<file path="src/rtl/wdt_pkg.sv">
package wdt_pkg;

    localparam logic [11:0] MODE_KEY  = 12'hABC;
    localparam logic [11:0] CTRL_KEY  = 12'h248;
    localparam logic [31:0] KICK_WORD = 32'h0000_1999;

    localparam logic [3:0] OFF_MODE = 4'h0;
    localparam logic [3:0] OFF_CTRL = 4'h4;
    localparam logic [3:0] OFF_KICK = 4'h8;
    localparam logic [3:0] OFF_STAT = 4'hC;

    localparam int PULSE_W = 4;

    typedef enum logic [1:0] {
        CS_OFF,
        CS_RUN,
        CS_EXPIRED
    } cnt_state_e;

    typedef enum logic {
        PS_IDLE,
        PS_DRIVE
    } pulse_state_e;

    typedef struct packed {
        logic [1:0] plen;
        logic       irq_en;
        logic       rst_en;
        logic       en;
    } mode_t;

    function automatic int max4(input int a, input int b, input int c, input int d);
        int m;
        m = a;
        if (b > m) m = b;
        if (c > m) m = c;
        if (d > m) m = d;
        return m;
    endfunction

endpackage

</file>
<file path="src/rtl/wdt_regfile.sv">
module wdt_regfile
    import wdt_pkg::*;
#(
    parameter int ADDR_W   = 4,
    parameter int RELOAD_W = 12
) (
    input  logic                clk,
    input  logic                rst_n,
    input  logic                bus_wr,
    input  logic [ADDR_W-1:0]   bus_addr,
    input  logic [31:0]         bus_wdata,
    input  logic                expired,
    output mode_t               mode_q,
    output logic [RELOAD_W-1:0] reload_q,
    output logic [1:0]          psel_q,
    output logic                load_req,
    output logic                stop_req,
    output logic [31:0]         bus_rdata
);

    localparam int KEY_LO = RELOAD_W + 2;
    localparam int KEY_HI = KEY_LO + 11;

    logic hit_mode, hit_ctrl, hit_kick, hit_stat;
    logic mode_ok, ctrl_ok, kick_ok;

    always_comb begin
        hit_mode = (bus_addr == ADDR_W'(OFF_MODE));
        hit_ctrl = (bus_addr == ADDR_W'(OFF_CTRL));
        hit_kick = (bus_addr == ADDR_W'(OFF_KICK));
        hit_stat = (bus_addr == ADDR_W'(OFF_STAT));
        mode_ok  = bus_wr && hit_mode && (bus_wdata[23:12] == MODE_KEY);
        ctrl_ok  = bus_wr && hit_ctrl && (bus_wdata[KEY_HI:KEY_LO] == CTRL_KEY);
        kick_ok  = bus_wr && hit_kick && (bus_wdata == KICK_WORD);
        load_req = (mode_ok && bus_wdata[0] && !mode_q.en) || (kick_ok && mode_q.en);
        stop_req = mode_ok && !bus_wdata[0];
    end

    always_ff @(posedge clk or negedge rst_n) begin
        if (!rst_n) begin
            mode_q <= '0;
        end else if (mode_ok) begin
            mode_q.en     <= bus_wdata[0];
            mode_q.rst_en <= bus_wdata[1];
            mode_q.irq_en <= bus_wdata[2];
            mode_q.plen   <= bus_wdata[5:4];
        end
    end

    always_ff @(posedge clk or negedge rst_n) begin
        if (!rst_n) begin
            reload_q <= '1;
            psel_q   <= 2'd0;
        end else if (ctrl_ok) begin
            reload_q <= bus_wdata[RELOAD_W+1:2];
            psel_q   <= bus_wdata[1:0];
        end
    end

    always_comb begin
        bus_rdata = '0;
        if (hit_mode) begin
            bus_rdata = {26'd0, mode_q.plen, 1'b0, mode_q.irq_en, mode_q.rst_en, mode_q.en};
        end else if (hit_ctrl) begin
            bus_rdata = 32'({reload_q, psel_q});
        end else if (hit_stat) begin
            bus_rdata = {31'd0, expired};
        end
    end

endmodule

</file>
<file path="src/rtl/wdt_prescaler.sv">
module wdt_prescaler
    import wdt_pkg::*;
#(
    parameter int PSH0 = 3,
    parameter int PSH1 = 6,
    parameter int PSH2 = 9,
    parameter int PSH3 = 12
) (
    input  logic       clk,
    input  logic       rst_n,
    input  logic       run,
    input  logic       clear,
    input  logic [1:0] sel,
    output logic       tick
);

    localparam int PSC_W = max4(PSH0, PSH1, PSH2, PSH3);

    localparam logic [PSC_W-1:0] MASK0 = PSC_W'((64'd1 << PSH0) - 64'd1);
    localparam logic [PSC_W-1:0] MASK1 = PSC_W'((64'd1 << PSH1) - 64'd1);
    localparam logic [PSC_W-1:0] MASK2 = PSC_W'((64'd1 << PSH2) - 64'd1);
    localparam logic [PSC_W-1:0] MASK3 = PSC_W'((64'd1 << PSH3) - 64'd1);

    logic [PSC_W-1:0] pcnt_q;
    logic [PSC_W-1:0] mask;

    always_comb begin
        unique case (sel)
            2'd0: mask = MASK0;
            2'd1: mask = MASK1;
            2'd2: mask = MASK2;
            default: mask = MASK3;
        endcase
        tick = run && !clear && ((pcnt_q & mask) == mask);
    end

    always_ff @(posedge clk or negedge rst_n) begin
        if (!rst_n) begin
            pcnt_q <= '0;
        end else if (clear) begin
            pcnt_q <= '0;
        end else if (run) begin
            pcnt_q <= pcnt_q + 1'b1;
        end
    end

endmodule

</file>
<file path="src/rtl/wdt_count_fsm.sv">
module wdt_count_fsm
    import wdt_pkg::*;
#(
    parameter int RELOAD_W = 12,
    parameter int FILL_W   = 12
) (
    input  logic                clk,
    input  logic                rst_n,
    input  logic                tick,
    input  logic                load_req,
    input  logic                stop_req,
    input  logic [RELOAD_W-1:0] reload,
    output logic                running,
    output logic                expired,
    output logic                expire_now
);

    localparam int CNT_W = RELOAD_W + FILL_W;

    cnt_state_e       state_q, state_d;
    logic [CNT_W-1:0] cnt_q;
    logic             last_step;

    assign last_step = tick && (cnt_q == CNT_W'(1));

    always_comb begin
        state_d = state_q;
        unique case (state_q)
            CS_OFF: begin
                if (load_req) state_d = CS_RUN;
            end
            CS_RUN: begin
                if (stop_req)       state_d = CS_OFF;
                else if (load_req)  state_d = CS_RUN;
                else if (last_step) state_d = CS_EXPIRED;
            end
            CS_EXPIRED: begin
                if (stop_req)      state_d = CS_OFF;
                else if (load_req) state_d = CS_RUN;
            end
            default: state_d = CS_OFF;
        endcase
    end

    always_ff @(posedge clk or negedge rst_n) begin
        if (!rst_n) state_q <= CS_OFF;
        else        state_q <= state_d;
    end

    always_ff @(posedge clk or negedge rst_n) begin
        if (!rst_n) begin
            cnt_q <= '0;
        end else if (load_req && !stop_req) begin
            cnt_q <= {reload, {FILL_W{1'b1}}};
        end else if (state_q == CS_RUN && tick && !stop_req) begin
            cnt_q <= cnt_q - 1'b1;
        end
    end

    always_comb begin
        running    = (state_q == CS_RUN);
        expired    = (state_q == CS_EXPIRED);
        expire_now = (state_q == CS_RUN) && !stop_req && !load_req && last_step;
    end

endmodule

</file>
<file path="src/rtl/wdt_pulse_fsm.sv">
module wdt_pulse_fsm
    import wdt_pkg::*;
(
    input  logic       clk,
    input  logic       rst_n,
    input  logic       expire_now,
    input  logic       rst_en,
    input  logic [1:0] plen,
    output logic       pulse_o
);

    pulse_state_e       state_q, state_d;
    logic [PULSE_W-1:0] left_q;
    logic [PULSE_W-1:0] first_left;

    always_comb begin
        unique case (plen)
            2'd0: first_left = PULSE_W'(1);
            2'd1: first_left = PULSE_W'(3);
            2'd2: first_left = PULSE_W'(7);
            default: first_left = PULSE_W'(15);
        endcase
    end

    always_comb begin
        state_d = state_q;
        unique case (state_q)
            PS_IDLE:  if (expire_now && rst_en) state_d = PS_DRIVE;
            PS_DRIVE: if (left_q == '0)         state_d = PS_IDLE;
            default:  state_d = PS_IDLE;
        endcase
    end

    always_ff @(posedge clk or negedge rst_n) begin
        if (!rst_n) state_q <= PS_IDLE;
        else        state_q <= state_d;
    end

    always_ff @(posedge clk or negedge rst_n) begin
        if (!rst_n) begin
            left_q <= '0;
        end else if (state_q == PS_IDLE) begin
            left_q <= first_left;
        end else if (left_q != '0) begin
            left_q <= left_q - 1'b1;
        end
    end

    assign pulse_o = (state_q == PS_DRIVE);

endmodule

</file>
<file path="src/rtl/keyed_wdt.sv">
module keyed_wdt
    import wdt_pkg::*;
#(
    parameter int ADDR_W   = 4,
    parameter int RELOAD_W = 12,
    parameter int FILL_W   = 12,
    parameter int PSH0     = 3,
    parameter int PSH1     = 6,
    parameter int PSH2     = 9,
    parameter int PSH3     = 12
) (
    input  logic              clk,
    input  logic              rst_n,
    input  logic              bus_wr,
    input  logic [ADDR_W-1:0] bus_addr,
    input  logic [31:0]       bus_wdata,
    output logic [31:0]       bus_rdata,
    output logic              irq_o,
    output logic              rst_pulse_o
);

    mode_t               mode_q;
    logic [RELOAD_W-1:0] reload_q;
    logic [1:0]          psel_q;
    logic                load_req, stop_req;
    logic                tick, running, expired, expire_now;

    wdt_regfile #(.ADDR_W(ADDR_W), .RELOAD_W(RELOAD_W)) u_regs (
        .clk(clk), .rst_n(rst_n),
        .bus_wr(bus_wr), .bus_addr(bus_addr), .bus_wdata(bus_wdata),
        .expired(expired),
        .mode_q(mode_q), .reload_q(reload_q), .psel_q(psel_q),
        .load_req(load_req), .stop_req(stop_req),
        .bus_rdata(bus_rdata)
    );

    wdt_prescaler #(.PSH0(PSH0), .PSH1(PSH1), .PSH2(PSH2), .PSH3(PSH3)) u_psc (
        .clk(clk), .rst_n(rst_n),
        .run(running), .clear(load_req), .sel(psel_q),
        .tick(tick)
    );

    wdt_count_fsm #(.RELOAD_W(RELOAD_W), .FILL_W(FILL_W)) u_cnt (
        .clk(clk), .rst_n(rst_n),
        .tick(tick), .load_req(load_req), .stop_req(stop_req),
        .reload(reload_q),
        .running(running), .expired(expired), .expire_now(expire_now)
    );

    wdt_pulse_fsm u_pulse (
        .clk(clk), .rst_n(rst_n),
        .expire_now(expire_now), .rst_en(mode_q.rst_en), .plen(mode_q.plen),
        .pulse_o(rst_pulse_o)
    );

    assign irq_o = expired && mode_q.irq_en;

endmodule

</file>
<file path="config.mk">
export PLATFORM = sky130hd
export DESIGN_NAME = keyed_wdt
export DESIGN_NICKNAME = d
export VERILOG_FILES = /design/src/rtl/wdt_pkg.sv /design/src/rtl/wdt_regfile.sv /design/src/rtl/wdt_prescaler.sv /design/src/rtl/wdt_count_fsm.sv /design/src/rtl/wdt_pulse_fsm.sv /design/src/rtl/keyed_wdt.sv
export SDC_FILE = /design/constraint.sdc
export NUM_CORES = 1
export LEC_CHECK = 0
export BUFFER_PORTS_ARGS = -buffer_cell sky130_fd_sc_hd__buf_2
export CAP_MARGIN = 20
export CORE_ASPECT_RATIO = 1.5
export CORE_UTILIZATION = 42
export CTS_BUF_LIST = sky130_fd_sc_hd__clkbuf_8 sky130_fd_sc_hd__clkbuf_16
export DETAILED_ROUTE_END_ITERATION = 6
export GPL_ROUTABILITY_DRIVEN = 0
export PLACE_DENSITY = 0.72
export SETUP_SLACK_MARGIN = 0.15
export SLEW_MARGIN = 20
export SYNTH_ARGS = -nofsm -noshare
export SYNTH_HDL_FRONTEND = slang
export SYNTH_SLANG_ARGS = --single-unit
export TNS_END_PERCENT = 5
</file>
<file path="constraint.sdc">
create_clock -name clk -period 2.45 [get_ports clk]
set_input_delay 0.6125 -clock clk [delete_from_list [all_inputs] [get_ports clk]]
set_output_delay 0.6125 -clock clk [all_outputs]
set_load 0.02 [all_outputs]
</file>
Yosys cells after proc, flatten, opt, wreduce, memory -nomap -nowiden
Cells that the tools add are included.

storage, ports and cells
  register bits = 62
  word-level logic and storage cells = 86
  input bits = 39
  output and inout port bits = 34

operators by class
  $add $sub $neg = 3
  eq/ne operators = 16
  muxes and demuxes = 20
  reductions and logical operators = 34
  bitwise operators = 2

operator list
  kind                                                                     count
  32-bit 2-to-1 mux                                                        2
  24-bit 2-to-1 mux                                                        2
  12-bit one-hot mux with 3 select lines                                   1
  32-bit by 13-bit equality test with 1-bit output, second input constant  1
  24-bit by 1-bit equality test with 1-bit output, second input constant   1
  12-bit 2-to-1 mux                                                        2
  24-bit by 1-bit subtractor with 24-bit output, second input constant     1
  1-bit logical AND                                                        21
  12-bit by 1-bit adder with 12-bit output, second input constant          1
  12-bit AND                                                               1
  12-bit by 10-bit equality test with 1-bit output, second input constant  1
  12-bit equality test                                                     1
  12-bit equality test, second input constant                              1
  4-bit one-hot mux with 3 select lines                                    1
  2-bit 2-to-1 mux                                                         5
  4-bit equality test, second input constant                               2
  4-bit logical NOT                                                        2
  4-bit 2-to-1 mux                                                         2
  2-bit by 1-bit equality test with 1-bit output, second input constant    3
  2-bit equality test, second input constant                               3
  2-bit logical NOT                                                        3
  2-bit one-hot mux with 3 select lines                                    1
  4-bit by 3-bit equality test with 1-bit output, second input constant    1
  1-bit logical NOT                                                        4
  9 further kinds                                                          12

Longest topological paths before layout
Gate-level depths: netlist of the first run.

  word-level depth = 14
  depth in mapped cells = 8

Hierarchy
A second synthesis of the first run with hierarchy kept.

unflattened totals
  cells, all modules = 362
  area, all modules = 3,712.3 µm²

by module, submodules not included
  module         cells each  seq. area each (µm²)  area each (µm²)  instances
  wdt_count_fsm  166         650.6                 1,514.0          1
  wdt_regfile    104         490.5                 1,253.7          1
  wdt_prescaler  64          300.3                 644.4            1
  wdt_pulse_fsm  27          125.1                 294.0            1
  keyed_wdt      1           0.0                   6.3              1

Worst setup path before layout of the first run
OpenSTA, ideal clock, no wires.

  path type = input to register
  from = input bus_wdata[13]
  to = register u_psc.pcnt_q[0]
  library setup time = 0.119 ns
  stages = 7
  slack = -0.108 ns
  data arrival time = 2.440 ns
  data required time = 2.331 ns
  cells stage by stage = or4_4 -> or4_4 -> or3_1 -> buf_6 -> nand2_2 -> buf_4 -> nor2_1

on the way
  longest elaborated chain between the ends = 6
  elaborated cells on any way between the ends = 10
  classes of those cells = 2 x eq/ne; 1 x mux; 7 x reduce/logical

ends and longest elaborated chain
  item                                                            line                 text
  from (decl)                                                     keyed_wdt.sv:16      input logic [31:0] bus_wdata,
  12-bit equality test                                            wdt_regfile.sv:32    mode_ok = bus_wr && hit_mode && (bus_wdata[23:12] == MODE_KEY);
  1-bit logical AND                                               wdt_regfile.sv:32
  1-bit logical AND (2 in a row)                                  wdt_regfile.sv:35    load_req = (mode_ok && bus_wdata[0] && !mode_q.en) || (kick_ok && mode_q.en);
  1-bit logical OR (*)                                            wdt_regfile.sv:35
  12-bit 2-to-1 mux / 2-bit nonzero test (equally long branches)  --
  to (signal assigned)                                            wdt_prescaler.sv:43  pcnt_q <= pcnt_q + 1'b1;
  to (decl)                                                       wdt_prescaler.sv:24  logic [PSC_W-1:0] pcnt_q;

Every way passes the cells marked *; elsewhere a longest branch is shown, timed or not.
A chain may end at the register's enable or synchronous reset.

Final worst setup path of the first run
  from = input bus_wdata[9]
  to = register u_pulse.state_q (netlist: u_pulse.pulse_o)

on the way
  longest elaborated chain between the ends = 12
  elaborated cells on any way between the ends = 13
  classes of those cells = 1 x eq/ne; 2 x mux; 10 x reduce/logical

ends and longest elaborated chain
  item                                                  line                                      text
  32-bit by 13-bit equality test with 1-bit output (*)  wdt_regfile.sv:34                         kick_ok = bus_wr && hit_kick && (bus_wdata == KICK_WORD);
  1-bit logical AND (*)                                 wdt_regfile.sv:34
  1-bit logical AND (*)                                 wdt_regfile.sv:35
  1-bit logical OR (*)                                  wdt_regfile.sv:35
  1-bit logical NOT (*)                                 wdt_prescaler.sv:34, wdt_count_fsm.sv:63
  1-bit logical AND (2 in a row)                        wdt_prescaler.sv:34                       tick = run && !clear && ((pcnt_q & mask) == mask);
  1-bit logical AND                                     wdt_count_fsm.sv:24                       assign last_step = tick && (cnt_q == CNT_W'(1));
  1-bit logical AND (*)                                 wdt_count_fsm.sv:63                       expire_now = (state_q == CS_RUN) && !stop_req && !load_req && last_step;
  1-bit logical AND (*)                                 wdt_pulse_fsm.sv:28                       PS_IDLE: if (expire_now && rst_en) state_d = PS_DRIVE;
  1-bit 2-to-1 mux (*)                                  wdt_pulse_fsm.sv:28
  1-bit one-hot mux with 2 select lines (*)             wdt_pulse_fsm.sv:27                       unique case (state_q)
  net u_pulse.state_d                                   wdt_pulse_fsm.sv:12                       pulse_state_e state_q, state_d;
  to (signal assigned)                                  wdt_pulse_fsm.sv:36                       else state_q <= state_d;
  to (decl)                                             wdt_pulse_fsm.sv:12

Mark *: on every way through the listed nets, which the timed path passes. The rest lies on a longest branch.

==> summary.md, run 1 <==
| Metric | Value |
|---|---|
| Outcome | `complete, no violations` |
| Cts hold-fix bufs | `0` |
| Ys Warns | `0` |
| CP Capture Type | `register` |
| Util after Layout | `55.0%` |
| Area grow syn2layout | `26.6%` |
| Synth top cells by count | `dfrtp_1, nor2_1, buf_4, mux2_2, nand2_1` |
| CTS tree | `built` |
| DRC viols | `0` |
| Die Ht | `119 microns` |
| Worst slew pin tran | `0.658 ns` |
| Clock share of power | `54.3%` |
| Initial Util | `43.5%` |
| Pin count of the biggest net entering global routing | `41` |
| Placed cells | `579` |
| Vias in the first global route | `3548` |
| Final ANT Viol Nets | `0` |
| Die X | `80.1 microns` |
| TritonCTS Sinks | `62` |
| Drt total wl | `10100 microns` |
| Clock-pin slew on the worst setup and hold paths | `0.05 ns` |
| Setup_tns | `0 ns` |
| Comb pwr share | `5.0%` |
| First-pass GRT wire length | `16500 microns` |
| Layout Nets | `529` |
| Core Footprint | `8830 sq um` |
| Via density | `5.78` |
| Initial DRC Count | `259` |
| Family with the most delay on the worst path | `simple AND/OR/NAND/NOR gates` |
| Area contributors post-synth | `dfrtp_1, dfstp_2, mux2_2` |
| Mapped Area | `3840 sq um` |
| Worst VDD drop | `0.453 mV` |
| Final Max Slew Viols | `0` |
| DRT Pass-1 Iters | `4` |
| Unrepaired setup endpoints after global routing | `yes` |
| Sw Share | `20.5%` |
| N_diodes | `0` |
| Grt ovf | `0` |
| Seq cells post-synth | `62` |
| Worst-path fanout max | `5` |
| Reg2reg path depth | `4` |
| CTS Buf Count | `9` |
| Crit start category | `input pin` |
| Clock buffer depth | `2` |
| Asr flop ratio synth | `100%` |
| Syn Inst Count | `395` |
| PwrDens | `519 nW/um^2` |
| Psw | `0.516 mW` |
| Share of layout cells above drive strength 1 | `33.5%` |
| Worst path bufs/invs | `4` |
| Final setup margin | `0.126 ns` |
| Clock root buffer | `clkbuf_16` |
| Sequential share of power | `40.7%` |
| DP HPWL | `7510 microns` |
| CP peak stage delay | `0.52 ns` |
| Initial antenna violation count | `0` |
| Fillcell total | `778` |
| Worst slew margin | `55.8%` |
| Ys flop type | `dfrtp_1` |
| FP Rows | `42` |
| Slowest cell on the critical path | `or4_4` |
| Hold Crit Class | `input pin to asynchronous set/reset pin` |
| Final std cells w/o fill | `600` |
| DR vias | `3470` |
| Number of synthesized flops with an enable pin | `0` |
| Hold Vio Cnt, Final | `0` |
| Mean Syn Cell Area | `9.72 sq um` |
| Pint | `2.01 mW` |
| Clock latency on the worst-skew pair | `0.33 ns` |
| Max Cap Viol | `0` |
| H-tree depth | `3` |
| Placed cell area | `4420 sq um` |
| Port Buf Inserts | `54` |
| Min cycle time layout | `2.32 ns` |
| Setup slack after placement | `-0.310 ns` |
| Share of the synthesized area in the top cell type | `32.6%` |
| Number of distinct library cells after synthesis | `66` |
| Setup Crit Path Kind | `input pin to register` |
| Clk_skew | `0.00717 ns` |
| Global Route Usage Sum | `22.8%` |
| Setup violators final | `0` |
| WP depth | `9` |
| Fmax | `430 MHz` |
| Worst-path cell chain | `buf_2, or4bb_1, or4_4, buf_4, nor3_4, buf_6, buf_12, a21o_1, o41ai_2` |
| Routed len/inst | `16.8 microns` |
| Sequential share of the synthesized area | `40.8%` |
| Most common cell in the netlist | `dfrtp_1` |
| Finished Cell Area | `4860 sq um` |
| I/O pin count | `73` |
| Crit path arrival time | `2.51 ns` |
| Fin crit share | `94.8%` |
| Die footprint | `9530 sq um` |
| Synth area leader | `dfrtp_1` |
| Worst endpoint required time | `2.64 ns` |
| Leakage power | `2.14 nW` |
==> cell type report <==
type	count	area [sq um]	share of cell area (%)
multi-input cells	308	2140	44.0
flip-flops and latches	62	1570	32.3
well taps	110	138	2.83
clock inverters	5	75.1	1.54
inverters	7	26.3	0.541
clock buffers	11	253	5.20
repair buffers	97	662	13.6
==> flip-flops by register name, summed over array words and instances, names as in the netlist <==
| register | count |
|---|---|
| u_cnt.cnt_q | 24 |
| u_psc.pcnt_q | 12 |
| u_regs.reload_q | 12 |
| u_regs.mode_q | 5 |
| u_pulse.left_q | 4 |
| u_cnt.state_q | 2 |
| u_regs.psel_q | 2 |
| u_pulse.pulse_o | 1 |
==> cells in the final DEF, fill, tap and decap left out, types with 7 or more instances in the layout <==
| cell type | instances |
|---|---|
| buf_2 | 53 |
| dfrtp_1 | 49 |
| nor2_1 | 36 |
| buf_4 | 36 |
| mux2_2 | 19 |
| nand2_1 | 18 |
| conb_1 | 18 |
| nor3_1 | 16 |
| nand3_1 | 14 |
| or3_1 | 14 |
| and3_1 | 12 |
| o31ai_1 | 12 |
| dfstp_2 | 12 |
| nand4_1 | 11 |
| or4_1 | 10 |
| clkbuf_16 | 10 |
| inv_1 | 9 |
| xnor2_1 | 9 |
| o41ai_1 | 8 |
| mux2i_1 | 7 |
| a21oi_1 | 7 |
==> through the flow <==
stage / power [mW] / hold slack [ns]
CTS: 2.55 / 0.272
finish: 2.52 / 0.258
floorplan: 1.11 / 0.317
global placement: 1.17 / 0.493
global route: 2.59 / 0.296
detailed placement: 1.17 / 0.506
==> final timing paths <==
path,from,endpoint,slack [ns]
worst max register to register,u_cnt.cnt_q[20],u_pulse.pulse_o,0.18
max in group asynchronous,rst_n,u_regs.reload_q[7],1.51
worst min register to register,u_pulse.left_q[1],u_pulse.left_q[1],0.52
worst max-delay path,bus_wdata[9],u_pulse.pulse_o,0.13
worst min-delay path,rst_n,u_pulse.left_q[2],0.26
min in group clk,u_pulse.left_q[1],u_pulse.left_q[1],0.52
==> metal layers <==
layer,vias to the layer above,global-route usage [%],share of wire (%)
li1,1657,-,-
met4,0,11.7,3.4
met2,119,40.6,55
met1,1672,25.2,38
met3,22,4.14,3.9
met5,-,0,0
==> power groups by stage <==
| stage | Clock (mW) | Combinational (mW) | Sequential, mW |
|---|---|---|---|
| floorplan | 0 | 0.0685 | 1.04 |
| global placement | 0 | 0.122 | 1.04 |
| detailed placement | 0 | 0.125 | 1.04 |
| CTS | 1.39 | 0.125 | 1.03 |
| global route | 1.43 | 0.139 | 1.03 |
| finish | 1.37 | 0.126 | 1.03 |
==> what timing repair did <==
item	4_1_cts	5_1_grt
gates cloned	0	1
setup endpoints to repair	26	27
pin swaps	0	1
hold endpoints to repair	0	0
resized for setup	2	12
buffers inserted	0	4
==> cells by family (layout without fill, tap and decap cells) <==
| group | after synthesis | in the layout | synth area share (%) |
|---|---|---|---|
| other | 1 | 18 | 0.0977 |
| XOR/XNOR | 13 | 13 | 2.97 |
| adder cells (fa/ha/maj) | 6 | 6 | 1.89 |
| AND/OR/NAND/NOR | 177 | 177 | 26.6 |
| multiplexers | 26 | 26 | 7.40 |
| AO/OA/AOI/OAI | 68 | 68 | 13.8 |
| flip-flops | 62 | 62 | 40.8 |
| buffers and inverters | 42 | 120 | 6.39 |
(Power assumes the default switching activity.)
==> run 2: changes to the inputs <==
Settings changed: PLACE_DENSITY 0.72 to 0.66.
==> run 2 against run 1 <==
  * First-iteration DRC count fell by 11%
  * Maximum frequency up 0.15%
  * Wire length hardly changed
  * Clock-buffer cell count shrank 1
  * Final cell count fell by 0.50%
  * Non-clock buffer count down 3
  * Worst hold slack better by 0.029 ns
  * Die area stayed put
  * Via count down 1.0%
  * Sequential share of layout area is 0.57 points higher
  * Clock power is 3% higher
  * Combinational power is essentially flat
  * Largest cell class unchanged
  * Largest power group unchanged
==> summary.md, run 2 (synthesis results as in run 1) <==
| Metric | Value |
|---|---|
| Share of layout cells above drive strength 1 | `33.5% (about the same)` |
| Final hold slack | `0.287 ns (+0.0290 ns)` |
| Crit path arrival time | `2.54 ns (+0.03 ns)` |
| Pin count of the biggest net entering global routing | `39 (-4.9%)` |
| Final setup margin | `0.130 ns (+0.00353 ns)` |
| CP Capture Type | `register` |
| Reg2reg path depth | `4 (unchanged)` |
| N_diodes | `0 (unchanged)` |
| Clock buffer depth | `2 (unchanged)` |
| First-pass GRT wire length | `16700 microns (+0.92%)` |
| H-tree depth | `3 (unchanged)` |
| Crit start category | `input pin` |
| Core Footprint | `8830 sq um (unchanged)` |
| Family with the most delay on the worst path | `simple AND/OR/NAND/NOR gates` |
| DP HPWL | `7450 microns (-0.89%)` |
| Initial Util | `43.5% (unchanged)` |
| Grt ovf | `0 (unchanged)` |
| Final ANT Viol Nets | `0 (unchanged)` |
| Die Ht | `119 microns (unchanged)` |
| Initial antenna violation count | `0 (unchanged)` |
| Max Cap Viol | `0 (unchanged)` |
| Worst path bufs/invs | `1 (-3)` |
| CTS tree | `built` |
| Util after Layout | `54.1% (-0.91 points)` |
| Placed cell area | `4400 sq um (-0.57%)` |
| Clk_skew | `0.00819 ns (+0.00102 ns)` |
| Max FFs per register | `24 (unchanged)` |
| Worst slew margin | `51.3% (-4.5 points)` |
| WP depth | `6 (-3)` |
| Global Route Usage Sum | `22.8% (+0.034 points)` |
| Setup Crit Path Kind | `input pin to register` |
| Clock latency on the worst-skew pair | `0.34 ns (about the same)` |
| DR vias | `3435 (-1.0%)` |
| CP peak stage delay | `0.54 ns (+0.02 ns)` |
| Setup violators final | `0 (unchanged)` |
| Fin crit share | `94.7% (-0.14 points)` |
| Layout Nets | `526 (-0.57%)` |
| DRC viols | `0 (unchanged)` |
| I/O pin count | `73 (unchanged)` |
| Hold Crit Class | `input pin to asynchronous set/reset pin` |
| Area grow syn2layout | `24.5%` |
| Via density | `5.75 (-0.51%)` |
| Final Max Slew Viols | `0 (unchanged)` |
| Slowest cell on the critical path | `or4_4` |
| Port Buf Inserts | `54 (unchanged)` |
| Die X | `80.1 microns (unchanged)` |
| Placed cells | `579 (unchanged)` |
| Routed len/inst | `16.8 microns (+0.40%)` |
| Fillcell total | `809 (+4.0%)` |
| Hold Vio Cnt, Final | `0 (unchanged)` |
| Clock root buffer | `clkbuf_16` |
| Reg2reg start | `u_cnt.cnt_q[20]` |
| Largest register by flop count | `u_cnt.cnt_q` |
| Design Power | `2.56 mW (+1.3%)` |
| Leakage power | `2.10 nW (-1.8%)` |
| Commonest non-fill, non-tap cell in the layout | `buf_2` |
| Setup slack after placement | `-0.361 ns (-0.0514 ns)` |
| Min cycle time layout | `2.32 ns (-0.00353 ns)` |
| FP Rows | `42 (unchanged)` |
| Drt total wl | `10000 microns (about the same)` |
| Worst-path cell chain | `buf_2, or4_4, or3_1, or2_0, a311o_1, o22a_1` |
| Setup_tns | `0 ns (unchanged)` |
| Top Registers | `u_cnt.cnt_q (24), u_psc.pcnt_q (12), u_regs.reload_q (12)` |
| CTS Buf Count | `9 (unchanged)` |
| Die footprint | `9530 sq um (unchanged)` |
| Worst slew pin tran | `0.724 ns (+0.0668 ns)` |
| TritonCTS Sinks | `62 (unchanged)` |
| Finished Cell Area | `4780 sq um (-1.6%)` |
| Fmax | `431 MHz (+0.15%)` |
| Initial DRC Count | `230 (-11%)` |
| Outcome | `complete, no violations` |
| DRT Pass-1 Iters | `4 (unchanged)` |
| Worst endpoint required time | `2.67 ns (+0.03 ns)` |
| Worst-path fanout max | `8 (+3)` |
| Worst VDD drop | `0.404 mV (-11%)` |
| Reg-to-Reg End | `u_pulse.pulse_o` |
| Worst R2R Setup Slack | `0.13 ns (-0.05 ns)` |
| Multi-input logic area | `2130 sq um (-0.53%)` |
| Cts hold-fix bufs | `0 (unchanged)` |
| Reg area | `1570 sq um (about the same)` |
| Final std cells w/o fill | `597 (-0.50%)` |
| Clock-pin slew on the worst setup and hold paths | `0.06 ns (about the same)` |
| Unrepaired setup endpoints after global routing | `yes` |
| Most frequent cells in the layout | `buf_2, dfrtp_1, nor2_1, buf_4, mux2_2` |
| Vias in the first global route | `3484 (-1.8%)` |
| PwrDens | `535 nW/um^2 (+3.0%)` |
run 2: cell type report:
class / instances / area share, %
multi-input combinational: 308 / 44.5
sequential: 62 / 32.8
tap: 110 / 2.88
clock inverter: 6 / 1.94
inverter: 7 / 0.550
clock buffer: 10 / 5.00
timing repair buffer: 94 / 12.3
run 2: where the power goes:
part / switching, mW / total, mW / internal, mW
Combinational: 0.0808 / 0.123 / 0.0421
Sequential: 0.000136 / 1.03 / 1.03
Clock: 0.485 / 1.41 / 0.922
run 2: how the worst max path moves through the flow:
stage / from / to
6_report: bus_wdata[13] / u_cnt.cnt_q[12]
5_1_grt: bus_wdata[13] / u_cnt.cnt_q[12]
4_1_cts: u_cnt.cnt_q[20] / u_pulse.pulse_o
3_5_place_dp: bus_wdata[13] / u_psc.pcnt_q[7]
3_3_place_gp: bus_wdata[13] / u_psc.pcnt_q[10]
2_1_floorplan: bus_wdata[13] / u_cnt.cnt_q[19]
run 2: layer usage:
layer | track usage, % | up-vias | routed length (microns)
met5 | 0 | - | 0
met4 | 10.9 | 0 | 217
met3 | 2.38 | 15 | 305
met2 | 40.7 | 96 | 5400
met1 | 26.7 | 1676 | 4130
li1 | - | 1648 | -
run 2: timing repair:
item,4_1_cts,5_1_grt
cloned,1,0
pin swaps,2,0
buffers inserted,1,0
setup endpoints to repair,20,31
resized for setup,5,5
run 2: worst reg2reg max path, cell delays in order (launching register included):
cell     delay (ns)
dfrtp_1        0.40
or3_1          0.42
or4b_2         0.68
or4_4          0.46
o41ai_2        0.25
